==> src/rtl/mdio_resp_pkg.sv <==
package mdio_resp_pkg;
    localparam int ADDR_W = 5;
    localparam int DATA_W = 16;
    localparam int NREG   = 1 << ADDR_W;
    localparam int HDR_W  = 2 * ADDR_W;

    localparam logic [1:0] OP_RD = 2'b10;
    localparam logic [1:0] OP_WR = 2'b01;

    typedef enum logic [2:0] {
        ST_HUNT,
        ST_SOF,
        ST_OPC,
        ST_ADR,
        ST_TA0,
        ST_TA1,
        ST_WDAT,
        ST_RDAT
    } fsm_st_t;
endpackage

==> src/rtl/mdio_resp_regbank.sv <==
module mdio_resp_regbank
    import mdio_resp_pkg::*;
#(
    parameter logic [NREG-1:0] RO_MAP = '0
) (
    input  logic              clk,
    input  logic              rst_n,
    input  logic              wr_en,
    input  logic [ADDR_W-1:0] wr_addr,
    input  logic [DATA_W-1:0] wr_data,
    input  logic [ADDR_W-1:0] rd_addr,
    input  logic [DATA_W-1:0] sts_in,
    output logic [DATA_W-1:0] rd_data
);
    logic [DATA_W-1:0] word [NREG];

    for (genvar i = 0; i < NREG; i++) begin : g_reg
        if (RO_MAP[i]) begin : g_ro
            assign word[i] = sts_in;
        end else begin : g_rw
            logic [DATA_W-1:0] q;
            always_ff @(posedge clk or negedge rst_n) begin
                if (!rst_n)
                    q <= '0;
                else if (wr_en && wr_addr == ADDR_W'(i))
                    q <= wr_data;
            end
            assign word[i] = q;
        end
    end

    assign rd_data = word[rd_addr];
endmodule

==> src/rtl/mdio_resp_fsm.sv <==
module mdio_resp_fsm
    import mdio_resp_pkg::*;
#(
    parameter int PRE_LEN = 32
) (
    input  logic              clk,
    input  logic              rst_n,
    input  logic              din,
    input  logic [ADDR_W-1:0] phy_addr,
    input  logic [DATA_W-1:0] rd_data,
    output logic [ADDR_W-1:0] reg_addr,
    output logic              wr_en,
    output logic [DATA_W-1:0] wr_data,
    output logic              oe,
    output logic              dout,
    output fsm_st_t           state_o
);
    localparam int CNT_W = $clog2(PRE_LEN + DATA_W + 1);
    localparam logic [CNT_W-1:0] PRE_C  = CNT_W'(PRE_LEN);
    localparam logic [CNT_W-1:0] LAST_D = CNT_W'(DATA_W - 1);
    localparam logic [CNT_W-1:0] LAST_A = CNT_W'(HDR_W - 1);

    fsm_st_t           state, nxt;
    logic [CNT_W-1:0]  cnt, cnt_n;
    logic [1:0]        op, op_n;
    logic [HDR_W-1:0]  adr, adr_n;
    logic [DATA_W-1:0] sh, sh_n;
    logic [ADDR_W-1:0] pa;
    logic              is_rd, hit_rd, hit_wr;

    assign pa       = adr[HDR_W-1:ADDR_W];
    assign reg_addr = adr[ADDR_W-1:0];
    assign is_rd    = (op == OP_RD);
    assign hit_rd   = (pa == phy_addr) && (pa != '0);
    assign hit_wr   = (pa == phy_addr) || (pa == '0);
    assign wr_data  = {sh[DATA_W-2:0], din};
    assign state_o  = state;

    always_comb begin
        nxt   = state;
        cnt_n = cnt;
        op_n  = op;
        adr_n = adr;
        sh_n  = sh;
        wr_en = 1'b0;
        unique case (state)
            ST_HUNT: begin
                if (din) begin
                    if (cnt != PRE_C) cnt_n = cnt + 1'b1;
                end else begin
                    cnt_n = '0;
                    if (cnt == PRE_C) nxt = ST_SOF;
                end
            end
            ST_SOF: begin
                cnt_n = '0;
                nxt   = din ? ST_OPC : ST_HUNT;
            end
            ST_OPC: begin
                op_n  = {op[0], din};
                cnt_n = cnt + 1'b1;
                if (cnt == CNT_W'(1)) begin
                    cnt_n = '0;
                    nxt   = ({op[0], din} == OP_RD || {op[0], din} == OP_WR)
                            ? ST_ADR : ST_HUNT;
                end
            end
            ST_ADR: begin
                adr_n = {adr[HDR_W-2:0], din};
                cnt_n = cnt + 1'b1;
                if (cnt == LAST_A) begin
                    cnt_n = '0;
                    nxt   = ST_TA0;
                end
            end
            ST_TA0: begin
                if (is_rd) begin
                    sh_n = rd_data;
                    nxt  = ST_TA1;
                end else begin
                    nxt = din ? ST_TA1 : ST_HUNT;
                end
            end
            ST_TA1: begin
                if (is_rd) begin
                    sh_n  = {sh[DATA_W-2:0], 1'b0};
                    cnt_n = LAST_D;
                    nxt   = ST_RDAT;
                end else begin
                    nxt = din ? ST_HUNT : ST_WDAT;
                end
            end
            ST_WDAT: begin
                sh_n  = {sh[DATA_W-2:0], din};
                cnt_n = cnt + 1'b1;
                if (cnt == LAST_D) begin
                    wr_en = hit_wr;
                    cnt_n = '0;
                    nxt   = ST_HUNT;
                end
            end
            ST_RDAT: begin
                if (cnt == '0) begin
                    nxt = ST_HUNT;
                end else begin
                    cnt_n = cnt - 1'b1;
                    sh_n  = {sh[DATA_W-2:0], 1'b0};
                end
            end
            default: nxt = ST_HUNT;
        endcase
    end

    // state register
    always_ff @(posedge clk or negedge rst_n) begin
        if (!rst_n) begin
            state <= ST_HUNT;
            cnt   <= '0;
            op    <= '0;
            adr   <= '0;
            sh    <= '0;
        end else begin
            state <= nxt;
            cnt   <= cnt_n;
            op    <= op_n;
            adr   <= adr_n;
            sh    <= sh_n;
        end
    end

    // pad outputs
    always_ff @(posedge clk or negedge rst_n) begin
        if (!rst_n) begin
            oe   <= 1'b0;
            dout <= 1'b0;
        end else begin
            unique case (state)
                ST_TA0: begin
                    oe   <= is_rd && hit_rd;
                    dout <= 1'b0;
                end
                ST_TA1: dout <= sh[DATA_W-1];
                ST_RDAT: begin
                    if (cnt == '0) begin
                        oe   <= 1'b0;
                        dout <= 1'b0;
                    end else begin
                        dout <= sh[DATA_W-1];
                    end
                end
                default: begin
                    oe   <= 1'b0;
                    dout <= 1'b0;
                end
            endcase
        end
    end
endmodule

==> src/rtl/mdio_resp.sv <==
module mdio_resp
    import mdio_resp_pkg::*;
#(
    parameter int              PRE_LEN = 32,
    parameter logic [NREG-1:0] RO_MAP  = NREG'(2)
) (
    input  logic              clk,
    input  logic              rst_n,
    input  logic [ADDR_W-1:0] phy_addr,
    input  logic [DATA_W-1:0] sts_in,
    input  logic              mdio_in,
    output logic              mdio_oe,
    output logic              mdio_out
);
    logic [ADDR_W-1:0] reg_addr;
    logic [DATA_W-1:0] rd_data, wr_data;
    logic              wr_en;
    fsm_st_t           fsm_state;

    mdio_resp_fsm #(.PRE_LEN(PRE_LEN)) u_fsm (
        .clk      (clk),
        .rst_n    (rst_n),
        .din      (mdio_in),
        .phy_addr (phy_addr),
        .rd_data  (rd_data),
        .reg_addr (reg_addr),
        .wr_en    (wr_en),
        .wr_data  (wr_data),
        .oe       (mdio_oe),
        .dout     (mdio_out),
        .state_o  (fsm_state)
    );

    mdio_resp_regbank #(.RO_MAP(RO_MAP)) u_bank (
        .clk     (clk),
        .rst_n   (rst_n),
        .wr_en   (wr_en),
        .wr_addr (reg_addr),
        .wr_data (wr_data),
        .rd_addr (reg_addr),
        .sts_in  (sts_in),
        .rd_data (rd_data)
    );
endmodule

==> config.mk <==
export PLATFORM = sky130hd
export DESIGN_NAME = mdio_resp
export DESIGN_NICKNAME = d
export VERILOG_FILES = /design/src/rtl/mdio_resp_pkg.sv /design/src/rtl/mdio_resp_regbank.sv /design/src/rtl/mdio_resp_fsm.sv /design/src/rtl/mdio_resp.sv
export SDC_FILE = /design/constraint.sdc
export NUM_CORES = 1
export LEC_CHECK = 0
export BUFFER_PORTS_ARGS = -buffer_cell sky130_fd_sc_hd__buf_4
export CAP_MARGIN = 10
export CORE_MARGIN = 1
export CORE_UTILIZATION = 64
export DETAILED_ROUTE_END_ITERATION = 10
export GPL_TIMING_DRIVEN = 0
export PLACE_DENSITY = 0.81
export SLEW_MARGIN = 20
export SYNTH_ARGS = -nofsm -noshare
export SYNTH_HDL_FRONTEND = slang
export SYNTH_SLANG_ARGS = --single-unit
==> constraint.sdc <==
create_clock -name clk -period 3.9 [get_ports clk]
set_clock_uncertainty 0.05 [all_clocks]
set_input_delay 0.585 -clock clk [delete_from_list [all_inputs] [get_ports clk]]
set_output_delay 0.585 -clock clk [all_outputs]
set_load 0.05 [all_outputs]
==> flow_summary.toml <==
[status]
status = "finished, final reports clean"

[synth]
synth.yosys.seq_area_share = 0.526
syn_avg_cell_area_um2 = 14.6
synth_top_area_share = 0.526
yosys_warnings = 0
netlist.top_cell.by_area = "dfrtp_1"
synth_fp_nets = 1774
syn_area_um2 = 25500
post_synth_inst_count = 1746
async_flop_share = 1.00
ys.flop_type = "dfrtp_1"
synth_edf_count = 0
synth_area_leaders = "dfrtp_1 (53%), mux2_2 (22%), mux4_2 (7.3%), mux2i_1 (3.0%), mux2_4 (2.4%)"
ys_ff_latch = 535
synth_cell_types = 65

[global_route]
antenna_found_initial = 0
grt_max_degree = 91
grt_pass1_wl_mm = 106
grt_util_all_layers = 0.351
gr-total-overflow = 0
grt_pass1_vias = 17500

[critical_path]
critical_path_required_ns = 4.35
startpoint = "u_fsm.cnt[0]$_DFFE_PN0P_"
reg2reg_to = "u_bank.g_reg[3].g_rw.q[9]$_DFFE_PN0P_"
r2r_setup_slack_ns = 0.02
cp_max_fo = 10
start_kind = "register"
endpoint_kind = "register"
critPathKind = "reg2reg"
rr_startpoint = "u_fsm.cnt[0]$_DFFE_PN0P_"
cp_data_arrival_time_ns = 4.33
r2r_cells = 7

[floorplanning]
start_util = 0.654
chipHeight_um = 201
ios = 26
rows = 72
fp.dieW_um = 201
coreArea_um2 = 38900
dieArea_um2 = 40600

[job]
drv_cap = 0

[hold_path]
holdPathStages = 1
hold_path.class = "reg2reg"
hp-start = "u_bank.g_reg[13].g_rw.q[4]$_DFFE_PN0P_"
whs_endpoint = "u_bank.g_reg[13].g_rw.q[4]$_DFFE_PN0P_"

[placed_design]
dp_slack_ns = -0.167
globalplace.congestion = 0.884
placed_area_um2 = 26500
io_buffers = 25
hpwl_mm = 46.0

[timing]
whs_ns = 0.453
finalWorstSetupSlack_ns = 0.0192
worst_pin_slew_ns = 1.14
timing.slew.headroom = 0.242
period_share = 0.995
fmax_mhz = 258
hold_viol = 0
setup_viol = 0
period_needed_ns = 3.88
rsz0062_at_grt = "true"
slew_violations = 0

[cts]
cts_htree_levels = 2
numCtsBuffers = 54
cts_root_buffer = "clkbuf_16"
clkTransAtPathRegs_ns = 0.06
clock_latency_ns = 0.62
clockBufferDepth = 3
cts.sinks = 535
cts_tree = "yes"

[route]
drc = 0
drt_pass1_iterations = 5
route.vias.total = 16500
drt-total-wl_mm = 69.3
viasPerCell = 6.88
routedWlPerCell_um = 28.9
ant_nets = 0
drtIter0Drc = 1350

[power_and_ir_drop]
fin_total_pwr_mw = 16.7
p_leak_nw = 13.5
peakVddDrop_v = 0.000420
power.density_nw_per_um2 = 590

[cells_and_area]
utilization = 0.728
post_route_cells_drive_above_1_share = 0.445
finalInstanceArea_um2 = 28300
nets = 1864
areaGrowthSynthToFinish_pct = 11.3
-- per-stage QoR --
stage	std cells	setup TNS, ns
4_1_cts	2396	0
6_report	2399	0
2_1_floorplan	1746	0
5_1_grt	2398	-3.02
3_5_place_dp	2295	-0.595
3_3_place_gp	2289	-1699.45
-- placed cells by master, fill, tap and decap left out, types with 5 or more instances in the layout --
cell type	instances
dfrtp_1	535
mux2_2	500
clkbuf_1	106
mux4_2	83
mux2i_1	77
clkbuf_16	55
mux2_4	40
a21oi_1	38
o21ai_0	35
buf_2	29
buf_4	28
nand2_1	27
a221o_1	24
nor2_1	19
clkinv_2	19
a221oi_1	18
buf_1	15
and3_1	15
nand3_1	14
nor3_2	14
o221ai_1	14
a21boi_0	13
o211ai_1	12
clkbuf_2	8
clkbuf_8	8
xnor2_1	7
nor2b_1	7
inv_1	6
nand2b_1	6
nand3_2	6
nor3_4	6
buf_16	6
or2_2	5
nor3_1	5
bufinv_16	5
-- flip-flops by register name (all words and copies together), names as in the netlist --
name / cells
u_fsm.state_o: 3
u_fsm.sh: 16
u_fsm.op: 2
u_fsm.cnt: 6
u_bank.g.g_rw.q: 496
u_fsm.adr: 10
u_fsm.oe: 1
u_fsm.dout: 1
-- worst max-delay path: stages (launching register included) --
cell and delay (ns):
dfrtp_1 0.46, ha_1 0.25, nand3_1 0.24, nor4_1 0.71
nand2_1 0.25, nor3_2 0.88, buf_2 0.51, mux2_2 0.39
-- final cells by class --
type	instances	area, um2
multi-input cells	1046	11300
flip-flops and latches	535	13400
clock inverters	27	272
inverters	6	22.5
plain buffers	159	752
repair buffers	34	385
diodes	1	2.50
fillers	2509	10600
well taps	518	648
clock buffers	73	1520
-- report_power, final --
| group | internal (mW) | switching, mW |
|---|---|---|
| Sequential | 5.73 | 0.256 |
| Clock | 3.07 | 2.24 |
| Combinational | 1.60 | 3.81 |
-- Yosys cell counts, types with 2 or more instances --
library cell,number
dfrtp_1,535
mux2_2,500
clkbuf_1,100
mux4_2,83
mux2i_1,77
mux2_4,40
a21oi_1,38
o21ai_0,35
nand2_1,27
buf_2,25
a221o_1,24
buf_1,24
nor2_1,19
a221oi_1,18
and3_1,15
nor3_2,15
nand3_1,14
o221ai_1,14
a21boi_0,13
o211ai_1,12
nor2b_1,7
xnor2_1,7
inv_1,6
nand2b_1,6
nand3_2,6
nor3_1,6
or2_2,5
buf_12,4
buf_6,4
ha_1,4
nor3_4,4
nor3b_4,4
o2111ai_1,4
or3b_2,4
a21o_1,3
and2_1,3
nand3b_1,3
nand4_1,3
o22a_1,3
a22oi_1,2
a31oi_1,2
buf_4,2
nor4b_1,2
o21a_1,2
or3_1,2
-- metal layers --
metal / GRT usage / wire length (um) / up-vias
met5: 0 / 0 / -
met4: 0.167 / 3270 / 0
met3: 0.0598 / 5120 / 196
met2: 0.567 / 33500 / 777
met1: 0.468 / 27500 / 8830
li1: - / - / 6696
-- logic make-up (layout without fill, tap and decap cells) --
family | count (synthesis) | count (layout) | share of synthesized area
adders and majority gates | 4 | 4 | 0.00197
and+or+nand+nor | 152 | 152 | 0.0401
buffers and inverters | 165 | 299 | 0.0296
other | 0 | 1 | 0
xor gates and xnor gates | 7 | 7 | 0.00241
AOI/OAI and AO/OA | 183 | 183 | 0.0515
muxes | 700 | 700 | 0.349
DFF | 535 | 535 | 0.526
-- timing repair --
item,4_1_cts,5_1_grt
pin swaps,0,1
hold buffers,1,0
setup endpoints to repair,9,65
resized for setup,2,9
cloned,0,0
setup buffers,0,2
hold endpoints to repair,65,0
-- how the worst max path moves through the flow --
stage / end / cells past startpoint
3_5_place_dp: u_fsm.sh[0]$_DFFE_PN0P_ / 8
5_1_grt: u_bank.g_reg[4].g_rw.q[10]$_DFFE_PN0P_ / 7
6_report: u_bank.g_reg[3].g_rw.q[9]$_DFFE_PN0P_ / 7
2_1_floorplan: u_bank.g_reg[19].g_rw.q[10]$_DFFE_PN0P_ / 9
3_3_place_gp: u_bank.g_reg[28].g_rw.q[8]$_DFFE_PN0P_ / 1
4_1_cts: u_bank.g_reg[7].g_rw.q[7]$_DFFE_PN0P_ / 7
No activity file was read; power rests on OpenSTA's default activity.
